<file path="config.mk">
export PLATFORM = sky130hd
export DESIGN_NAME = eeprom_seq
export DESIGN_NICKNAME = d
export VERILOG_FILES = /design/src/rtl/eeprom_seq_pkg.sv /design/src/rtl/eeprom_seq_enc.sv /design/src/rtl/eeprom_seq_cnt.sv /design/src/rtl/eeprom_seq_next.sv /design/src/rtl/eeprom_seq.sv
export SDC_FILE = /design/constraint.sdc
export NUM_CORES = 1
export LEC_CHECK = 0
export ABC_CLOCK_PERIOD_IN_PS = 2900
export BUFFER_PORTS_ARGS = -buffer_cell sky130_fd_sc_hd__buf_2
export CAP_MARGIN = 20
export CORE_ASPECT_RATIO = 1.4
export CORE_MARGIN = 4
export CORE_UTILIZATION = 50
export DETAILED_ROUTE_END_ITERATION = 6
export PLACE_DENSITY_LB_ADDON = 0.2
export SETUP_SLACK_MARGIN = 0.02
export SYNTH_ARGS = -nofsm -noshare
export SYNTH_HDL_FRONTEND = slang
export SYNTH_HIERARCHICAL = 1
export SYNTH_SLANG_ARGS = --single-unit
</file>
<file path="constraint.sdc">
create_clock -name clk -period 2.9 [get_ports clk]
set_clock_uncertainty 0.1 [all_clocks]
set_input_delay 0.29 -clock clk [delete_from_list [all_inputs] [get_ports clk]]
set_output_delay 0.29 -clock clk [all_outputs]
set_load 0.01 [all_outputs]
</file>
<file path="src/rtl/eeprom_seq_pkg.sv">
`timescale 1ns/1ps
package eeprom_seq_pkg;

  localparam logic [4:0] F_START = 5'b00001;
  localparam logic [4:0] F_WRITE = 5'b00010;
  localparam logic [4:0] F_READ  = 5'b00100;
  localparam logic [4:0] F_STOP  = 5'b01000;
  localparam logic [4:0] F_NACK  = 5'b10000;

  typedef enum logic [2:0] {
    PH_CTRL_WR,
    PH_WORD_ADDR,
    PH_CTRL_RD,
    PH_WR_BYTE,
    PH_RD_BYTE,
    PH_HALT
  } phase_t;

  typedef enum logic [1:0] {
    ST_IDLE,
    ST_ISSUE,
    ST_WAIT
  } st_t;

  // Effective byte count: zero becomes one, anything above cap becomes cap.
  function automatic int unsigned clip_count(int unsigned raw, int unsigned cap);
    if (raw == 0) return 1;
    if (raw > cap) return cap;
    return raw;
  endfunction

  // Flag word for one step of a transaction.
  function automatic logic [4:0] step_flags(phase_t ph, logic last);
    logic [4:0] f;
    case (ph)
      PH_CTRL_WR,
      PH_CTRL_RD:   f = F_START | F_WRITE;
      PH_WORD_ADDR: f = F_WRITE;
      PH_WR_BYTE:   f = last ? (F_WRITE | F_STOP) : F_WRITE;
      PH_RD_BYTE:   f = last ? (F_READ | F_STOP | F_NACK) : F_READ;
      default:      f = F_STOP;
    endcase
    return f;
  endfunction

endpackage

</file>
<file path="src/rtl/eeprom_seq_enc.sv">
`timescale 1ns/1ps
module eeprom_seq_enc
  import eeprom_seq_pkg::*;
#(
  parameter logic [6:0] DEV_ID = 7'b1010000
) (
  input  phase_t     phase,
  input  logic       last,
  input  logic [7:0] addr,
  input  logic [7:0] wbyte,
  output logic [4:0] cmd,
  output logic [7:0] data
);

  localparam logic [7:0] CTRL_WR_BYTE = {DEV_ID, 1'b0};
  localparam logic [7:0] CTRL_RD_BYTE = {DEV_ID, 1'b1};

  always_comb begin
    cmd = step_flags(phase, last);
    case (phase)
      PH_CTRL_WR:   data = CTRL_WR_BYTE;
      PH_WORD_ADDR: data = addr;
      PH_CTRL_RD:   data = CTRL_RD_BYTE;
      PH_WR_BYTE:   data = wbyte;
      default:      data = 8'h00;
    endcase
  end

endmodule

</file>
<file path="src/rtl/eeprom_seq_cnt.sv">
`timescale 1ns/1ps
module eeprom_seq_cnt #(
  parameter int CNT_W = 7
) (
  input  logic             clk,
  input  logic             rst_n,
  input  logic             load,
  input  logic [CNT_W-1:0] load_val,
  input  logic             dec,
  output logic [CNT_W-1:0] left,
  output logic             last
);

  localparam logic [CNT_W-1:0] ONE = CNT_W'(1);

  always_ff @(posedge clk or negedge rst_n) begin
    if (!rst_n) begin
      left <= '0;
    end else if (load) begin
      left <= load_val;
    end else if (dec && left != '0) begin
      left <= left - ONE;
    end
  end

  assign last = (left == ONE);

endmodule

</file>
<file path="src/rtl/eeprom_seq_next.sv">
`timescale 1ns/1ps
module eeprom_seq_next
  import eeprom_seq_pkg::*;
(
  input  phase_t phase,
  input  logic   is_rd,
  input  logic   last,
  input  logic   nack,
  output phase_t nxt_phase,
  output logic   fin,
  output logic   abort
);

  always_comb begin
    nxt_phase = phase;
    fin       = 1'b0;
    abort     = 1'b0;
    case (phase)
      PH_CTRL_WR: begin
        if (nack) begin
          nxt_phase = PH_HALT;
          abort     = 1'b1;
        end else begin
          nxt_phase = PH_WORD_ADDR;
        end
      end
      PH_WORD_ADDR: begin
        if (nack) begin
          nxt_phase = PH_HALT;
          abort     = 1'b1;
        end else begin
          nxt_phase = is_rd ? PH_CTRL_RD : PH_WR_BYTE;
        end
      end
      PH_CTRL_RD: begin
        if (nack) begin
          nxt_phase = PH_HALT;
          abort     = 1'b1;
        end else begin
          nxt_phase = PH_RD_BYTE;
        end
      end
      PH_WR_BYTE,
      PH_RD_BYTE: fin = last;
      default:    fin = 1'b1;
    endcase
  end

endmodule

</file>
<file path="src/rtl/eeprom_seq.sv">
`timescale 1ns/1ps
module eeprom_seq
  import eeprom_seq_pkg::*;
#(
  parameter int         PAGE   = 16,
  parameter int         RD_MAX = 64,
  parameter int         LEN_W  = 8,
  parameter logic [6:0] DEV_ID = 7'b1010000
) (
  input  logic             clk,
  input  logic             rst_n,
  input  logic             req_valid,
  input  logic             req_read,
  input  logic [7:0]       req_addr,
  input  logic [LEN_W-1:0] req_len,
  output logic             ready,
  input  logic [7:0]       wdat,
  output logic             wdat_take,
  output logic [7:0]       rdat,
  output logic             rdat_valid,
  output logic             txn_done,
  output logic             txn_err,
  output logic [4:0]       eng_cmd,
  output logic             eng_cmd_vld,
  output logic [7:0]       eng_wdata,
  input  logic [7:0]       eng_rdata,
  input  logic             eng_done,
  input  logic             eng_nack
);

  localparam int CAP_MAX = (RD_MAX > PAGE) ? RD_MAX : PAGE;
  localparam int CNT_W   = $clog2(CAP_MAX + 1);
  localparam int unsigned WR_CAP = PAGE;
  localparam int unsigned RD_CAP = RD_MAX;

  st_t        st;
  phase_t     phase;
  phase_t     nxt_phase;
  logic       is_rd_q;
  logic [7:0] addr_q;

  // Named internal events
  logic             accept;
  logic             step_done;
  logic             data_step;
  logic             fin;
  logic             abort;
  logic             cnt_last;
  logic [CNT_W-1:0] cnt_left;
  logic [CNT_W-1:0] eff_len;

  assign ready       = (st == ST_IDLE);
  assign accept      = ready && req_valid;
  assign eng_cmd_vld = (st == ST_ISSUE);
  assign step_done   = (st == ST_WAIT) && eng_done;
  assign data_step   = step_done && (phase == PH_WR_BYTE || phase == PH_RD_BYTE);
  assign wdat_take   = eng_cmd_vld && (phase == PH_WR_BYTE);
  assign eff_len     = CNT_W'(clip_count(32'(req_len), req_read ? RD_CAP : WR_CAP));

  eeprom_seq_cnt #(.CNT_W(CNT_W)) u_cnt (
    .clk      (clk),
    .rst_n    (rst_n),
    .load     (accept),
    .load_val (eff_len),
    .dec      (data_step),
    .left     (cnt_left),
    .last     (cnt_last)
  );

  eeprom_seq_next u_next (
    .phase     (phase),
    .is_rd     (is_rd_q),
    .last      (cnt_last),
    .nack      (eng_nack),
    .nxt_phase (nxt_phase),
    .fin       (fin),
    .abort     (abort)
  );

  eeprom_seq_enc #(.DEV_ID(DEV_ID)) u_enc (
    .phase (phase),
    .last  (cnt_last),
    .addr  (addr_q),
    .wbyte (wdat),
    .cmd   (eng_cmd),
    .data  (eng_wdata)
  );

  always_ff @(posedge clk or negedge rst_n) begin
    if (!rst_n) begin
      st         <= ST_IDLE;
      phase      <= PH_CTRL_WR;
      is_rd_q    <= 1'b0;
      addr_q     <= 8'h00;
      rdat       <= 8'h00;
      rdat_valid <= 1'b0;
      txn_done   <= 1'b0;
      txn_err    <= 1'b0;
    end else begin
      rdat_valid <= 1'b0;
      txn_done   <= 1'b0;
      case (st)
        ST_IDLE: begin
          if (accept) begin
            st      <= ST_ISSUE;
            phase   <= PH_CTRL_WR;
            is_rd_q <= req_read;
            addr_q  <= req_addr;
            txn_err <= 1'b0;
          end
        end
        ST_ISSUE: st <= ST_WAIT;
        ST_WAIT: begin
          if (eng_done) begin
            if (phase == PH_RD_BYTE) begin
              rdat       <= eng_rdata;
              rdat_valid <= 1'b1;
            end
            if (abort) txn_err <= 1'b1;
            if (fin) begin
              st       <= ST_IDLE;
              txn_done <= 1'b1;
            end else begin
              st    <= ST_ISSUE;
              phase <= nxt_phase;
            end
          end
        end
        default: st <= ST_IDLE;
      endcase
    end
  end

endmodule

</file>
Yosys cells after proc, flatten, opt, wreduce, memory -nomap -nowiden
Index checks and enable logic that the tools add are counted.

word-level totals
  bits in registers = 32
  bits in latches = 0
  memory bits (writable) = 0
  bits in read-only memories = 0
  input port bits = 38
  output and inout port bits = 27
  logic and storage cells = 83
  memories = 0

operators by class
  add/subtract/negate cells = 1
  multipliers = 0
  div/mod/pow operators = 0
  order comparisons = 1
  equality and inequality tests = 12
  shift operators = 0
  multiplexer cells = 40
  bitwise logic cells = 0
  reduce and logical (&&, ||, !) cells = 20

operators by type and width
  kind                   count
  $mux W7                6
  $pmux W8 S4            1
  $pmux W5 S4            1
  $mux W1                18
  $mux W3                5
  $pmux W3 S3            1
  $gt A8 B7 Y1           1
  $logic_not A8 Y1       1
  $eq A7 B1 Y1 const B   1
  $reduce_bool A7 Y1     1
  $sub A7 B1 Y7 const B  1
  $eq A3 B2 Y1 const B   2
  $ne A2 B2 Y1 const B   3
  $pmux W2 S3            1
  $pmux W3 S2            1
  $logic_and A1 B1 Y1    5
  $mux W5                1
  $reduce_and A5 Y1      1
  $mux W2                2
  $mux W4                1
  $ne A4 B1 Y1 const B   1
  $pmux W1 S2            2
  $reduce_and A2 Y1      2
  $reduce_and A4 Y1      1
  12 further kinds       14

Logic depth before layout (Yosys ltp)
  depth in word-level cells = 7
  gate-level depth with buffers = 8
  mapped depth without buffers = 8

Cells and area by module
Netlist, hierarchy kept.

modules (own cells, without submodules)
  module           instances  cells an instance  area each (um^2)  seq. area each (um^2)
  eeprom_seq       1          96                 1147.4            625.6
  eeprom_seq_cnt   1          60                 500.5             175.2
  eeprom_seq_enc   1          29                 201.4             0.0
  eeprom_seq_next  1          14                 78.8              0.0

Worst setup path before layout
Ideal clock, no wire load.

  path type = register to register
  from = register u_cnt.left[3]
  to = register phase[1]
  setup time = 0.121 ns
  data arrival time = 2.045 ns
  data required time = 2.679 ns
  path slack = 0.634 ns
  cell stages (with the launch flop) = 8
  path buffers = 1
  clock period less this slack = 2.266 ns
  cell sequence = dfrtp_1 or4_1 buf_2 nor3b_1 a21oi_1 o21ai_0 nor2_1 a22o_1

between the ends
  cells in the longest elaborated chain, start to end = 4

RTL lines
  what                         line                   source
  start: declaration           eeprom_seq_cnt.sv:10   output logic [CNT_W-1:0] left,
  start signal: assignment     eeprom_seq_cnt.sv:20   left <= load_val;
  start signal: assignment     eeprom_seq_cnt.sv:22   left <= left - ONE;
  $eq A7 B1 Y1                 eeprom_seq_cnt.sv:26   assign last = (left == ONE);
  via cnt_last                 eeprom_seq.sv:48       logic cnt_last;
  $pmux W1 S2                  eeprom_seq_next.sv:18  case (phase)
  via fin                      eeprom_seq.sv:46       logic fin;
  $ne A2 B2 Y1 (no line)       -
  $reduce_and A5 Y1 (no line)  -
  end signal: assignment       eeprom_seq.sv:125      phase <= nxt_phase;
  end: declaration             eeprom_seq.sv:37       phase_t phase;

The timed path passes the listed nets, and every way through them passes these cells.
A chain may end at the register's enable or synchronous reset.

Final worst setup path
  from = register u_cnt.left[3]
  to = output eng_cmd[3]

between the ends
  cells in the longest elaborated chain, start to end = 3
  elaborated cells between the ends (all ways) = 4
  those cells by class = eq/ne: 1; mux: 3

RTL lines
  what                                line                                        source
  $eq A7 B1 Y1 (*)                    eeprom_seq_cnt.sv:26
  via cnt_last                        eeprom_seq.sv:48
  $mux W5 or $mux W4 (tied branches)  eeprom_seq_pkg.sv:40, eeprom_seq_pkg.sv:39
  $pmux W5 S4 (*)                     eeprom_seq_pkg.sv:35                        case (ph)
  end: declaration                    eeprom_seq.sv:23                            output logic [4:0] eng_cmd,

Mark *: on every way through the listed nets, which the timed path passes. The rest lies on a longest branch.

==> flow_summary.yaml <==
outcome:
  status: "complete, no violations"
detailed_routing:
  avgViaCountPerCell: 5.383
  wl_um: 4284
  wl_per_cell_um: 13.77
  drt-initial-drc-count: 47
  num_vias: 1674
  drt_pass1_iterations: 4
  ant_nets: 0
  drc: 0
clocking:
  htreeDepth: 2
  clkSlewWorstSetupHoldPaths_ps: 60
  cts_buffer_depth: 2
  post-cts-setup-buffer-count: 0
  cts_tree: "built"
  clock_latency_ps: 280
  root_buffer: "clkbuf_8"
  numClockSinks: 32
  numCtsBuffers: 5
worst_setup_path:
  cp_slowest_stage_delay_ps: 690
  start_kind: "flip-flop"
  rr_worst_depth: 6
  crit_family: "simple AND/OR/NAND/NOR gates"
  cp_slowest_cell: "or4_1"
  path_cells: "or4_1 > nor3b_1 > a21oi_1 > o21ai_1 > buf_2"
  r2r_end: "phase[1]"
  critPathArrivalTime_ps: 2300
  crit_type: "flip-flop to output pin"
  startpoint: "u_cnt/left[3]"
  path_depth: 5
  crit_required_ps: 2510
  path_buf_inv: 1
  cp-endpoint: "eng_cmd[3]"
  reg2reg_slack_ps: 290
  crit_fanout: 9
  r2r-start: "u_cnt/left[3]"
  cp-end-kind: "output pin"
floorplanning:
  die_w_um: 60.48
  core_um2: 3676
  num_rows: 26
  die_area_um2: 4928
  ios: 65
  initial_core_util_pct: 52.45
  dieHeight_um: 81.48
synth:
  synth_edf_count: 0
  synth_seq_cells: 32
  ys_types: 47
  ys_seq_area_share_pct: 41.53
  synth_flop_cell: "dfrtp_1"
  syn_nets: 242
  syn_inst: 199
  synth_warnings: 6
  synth_area_um2: 1928
  avgSynthCellArea_um2: 9.689
  ys_async_sr_fraction_pct: 100.0
layout:
  final_common_cell: "buf_2"
  final_cell_mix: "buf_2 (64), dfrtp_1 (32), nor2_1 (18), inv_1 (17), nand2_1 (17)"
  drive_gt1_share_pct: 38.29
  num_antenna_cells: 0
  area_growth_pct: 26.09
  design_area_um2: 2431
  layout.cells.non_filler: 311
  fillers: 324
  final_nets: 311
power_and_ir_drop:
  power.total_w: 0.002237
  p_sw_share_pct: 37.47
  p_leak_nw: 1.182
  vdd_drop_max_v: 0.0005049
  power.density_nw_per_um2: 920.0
  combPwrFrac_pct: 43.8
  p_int_w: 0.001399
  p_switching_w: 0.0008381
  clkPwrFrac_pct: 20.4
  seqPwrFrac_pct: 35.8
sta:
  period_needed_ps: 2687
  maxSlewHeadroom_pct: 54.17
  finalSetupViolCount: 0
  tns_ps: 0
  fmax_mhz: 372.1
  final_hold_viol_count: 0
  finalCritPeriodShare_pct: 92.67
  hold_ws_ps: 122.8
  rsz0062_at_grt: "false"
  worst_pin_slew_ps: 687.5
  drv_slew: 0
run:
  cap_violations: 0
place:
  place_inst: 302
  io_buffer_count: 64
  place_congestion: 0.7769
  hpwl_um: 3353
  place_area_um2: 2295
grt:
  grt_first_pass_wirelength_um: 7100
  antenna_found_initial: 0
  gr-total-overflow: 0
  grt_pass1_vias: 1662
  grt_max_degree: 33
  track_usage_pct: 18.82
worst_hold_path:
  min_path_type: "primary input to flip-flop"
[cells in the mapped netlist, types with 2 or more instances]
| cell | instances | area share, % |
|---|---|---|
| or4_1 | 2 | 0.78 |
| nor3b_1 | 2 | 0.78 |
| o311ai_0 | 2 | 0.91 |
| a31oi_1 | 2 | 0.65 |
| a2bb2oi_1 | 3 | 1.4 |
| o2111ai_1 | 4 | 1.8 |
| dfrtp_1 | 32 | 42 |
| mux2_2 | 14 | 8.2 |
| mux2_1 | 3 | 1.8 |
| a22o_1 | 3 | 1.4 |
| or2_2 | 2 | 0.65 |
| ha_1 | 5 | 3.2 |
| nor3_1 | 3 | 0.78 |
| and2_1 | 5 | 1.6 |
| nand2b_1 | 7 | 2.3 |
| nor2_1 | 18 | 3.5 |
| buf_2 | 3 | 0.78 |
| a21oi_1 | 8 | 2.1 |
| nand2_1 | 17 | 3.3 |
| o21ai_1 | 2 | 0.52 |
| clkbuf_1 | 2 | 0.39 |
| inv_1 | 17 | 3.3 |
| nand3b_1 | 3 | 1.2 |
| o211ai_1 | 4 | 1.6 |
| mux2i_1 | 7 | 3.6 |
| o21ai_0 | 8 | 2.1 |
[per-layer routing]
layer	global-route usage (%)	vias to the layer above	wire, um
met5	0	-	0
met3	4.717	6	319
met4	5.857	0	56
met2	33.44	51	2196
li1	-	836	-
met1	21.88	781	1711
[per-stage QoR]
step                setup slack [ps]  util, %
floorplan                      633.8        -
global route                   41.60    66.13
global placement               370.1    62.42
finish                         212.7    66.13
CTS                            214.6    66.13
detailed placement             318.0    62.42
[power by group through the flow]
stage | Clock, W | Sequential, W | Combinational [W]
2_1_floorplan | 0 | 0.000786 | 0.000680
4_1_cts | 0.000470 | 0.000802 | 0.000985
6_report | 0.000457 | 0.000801 | 0.000979
3_5_place_dp | 0 | 0.000806 | 0.000980
3_3_place_gp | 0 | 0.000799 | 0.000956
5_1_grt | 0.000492 | 0.000828 | 0.00109
[cells by family after synthesis]
| logic type | after synthesis | synth area share [%] |
|---|---|---|
| buffers and inverters | 26 | 5.840 |
| adders and majority gates | 5 | 3.245 |
| AOI/OAI and AO/OA | 45 | 17.00 |
| DFF | 32 | 41.53 |
| muxes | 24 | 13.56 |
| and+or+nand+nor | 67 | 18.82 |
[worst min-delay path by stage]
stage,startpoint,to,slack [ps],depth (start not counted)
floorplan,rst_n,addr_q[0],-110,0
global placement,rst_n,addr_q[2],270,1
detailed placement,rst_n,addr_q[2],270,1
CTS,eng_rdata[4],rdat[4],120,2
global route,eng_rdata[7],rdat[7],110,2
finish,eng_rdata[4],rdat[4],120,2
[repair_timing]
| action | CTS | global route |
|---|---|---|
| gates resized for setup | 0 | 0 |
| hold endpoints to repair | 32 | 0 |
| hold buffers | 1 | 0 |
[sequential cells by signal, summed over array words and instances (netlist names)]
| register | flops |
|---|---|
| addr_q | 8 |
| is_rd_q | 1 |
| phase | 3 |
| rdat | 8 |
| rdat_valid | 1 |
| st | 2 |
| txn_done | 1 |
| txn_err | 1 |
| u_cnt/left | 7 |
[cell type report]
class / instances / area, um^2 / area share, %
Inverter: 19 / 71.32 / 2.934
Sequential cell: 32 / 800.8 / 32.94
Timing Repair Buffer: 69 / 360.3 / 14.82
Tap cell: 42 / 52.55 / 2.162
Clock inverter: 1 / 30.03 / 1.235
Clock buffer: 7 / 96.34 / 3.963
Multi-Input combinational cell: 141 / 1020 / 41.95
Power figures use the tool's default switching activity.
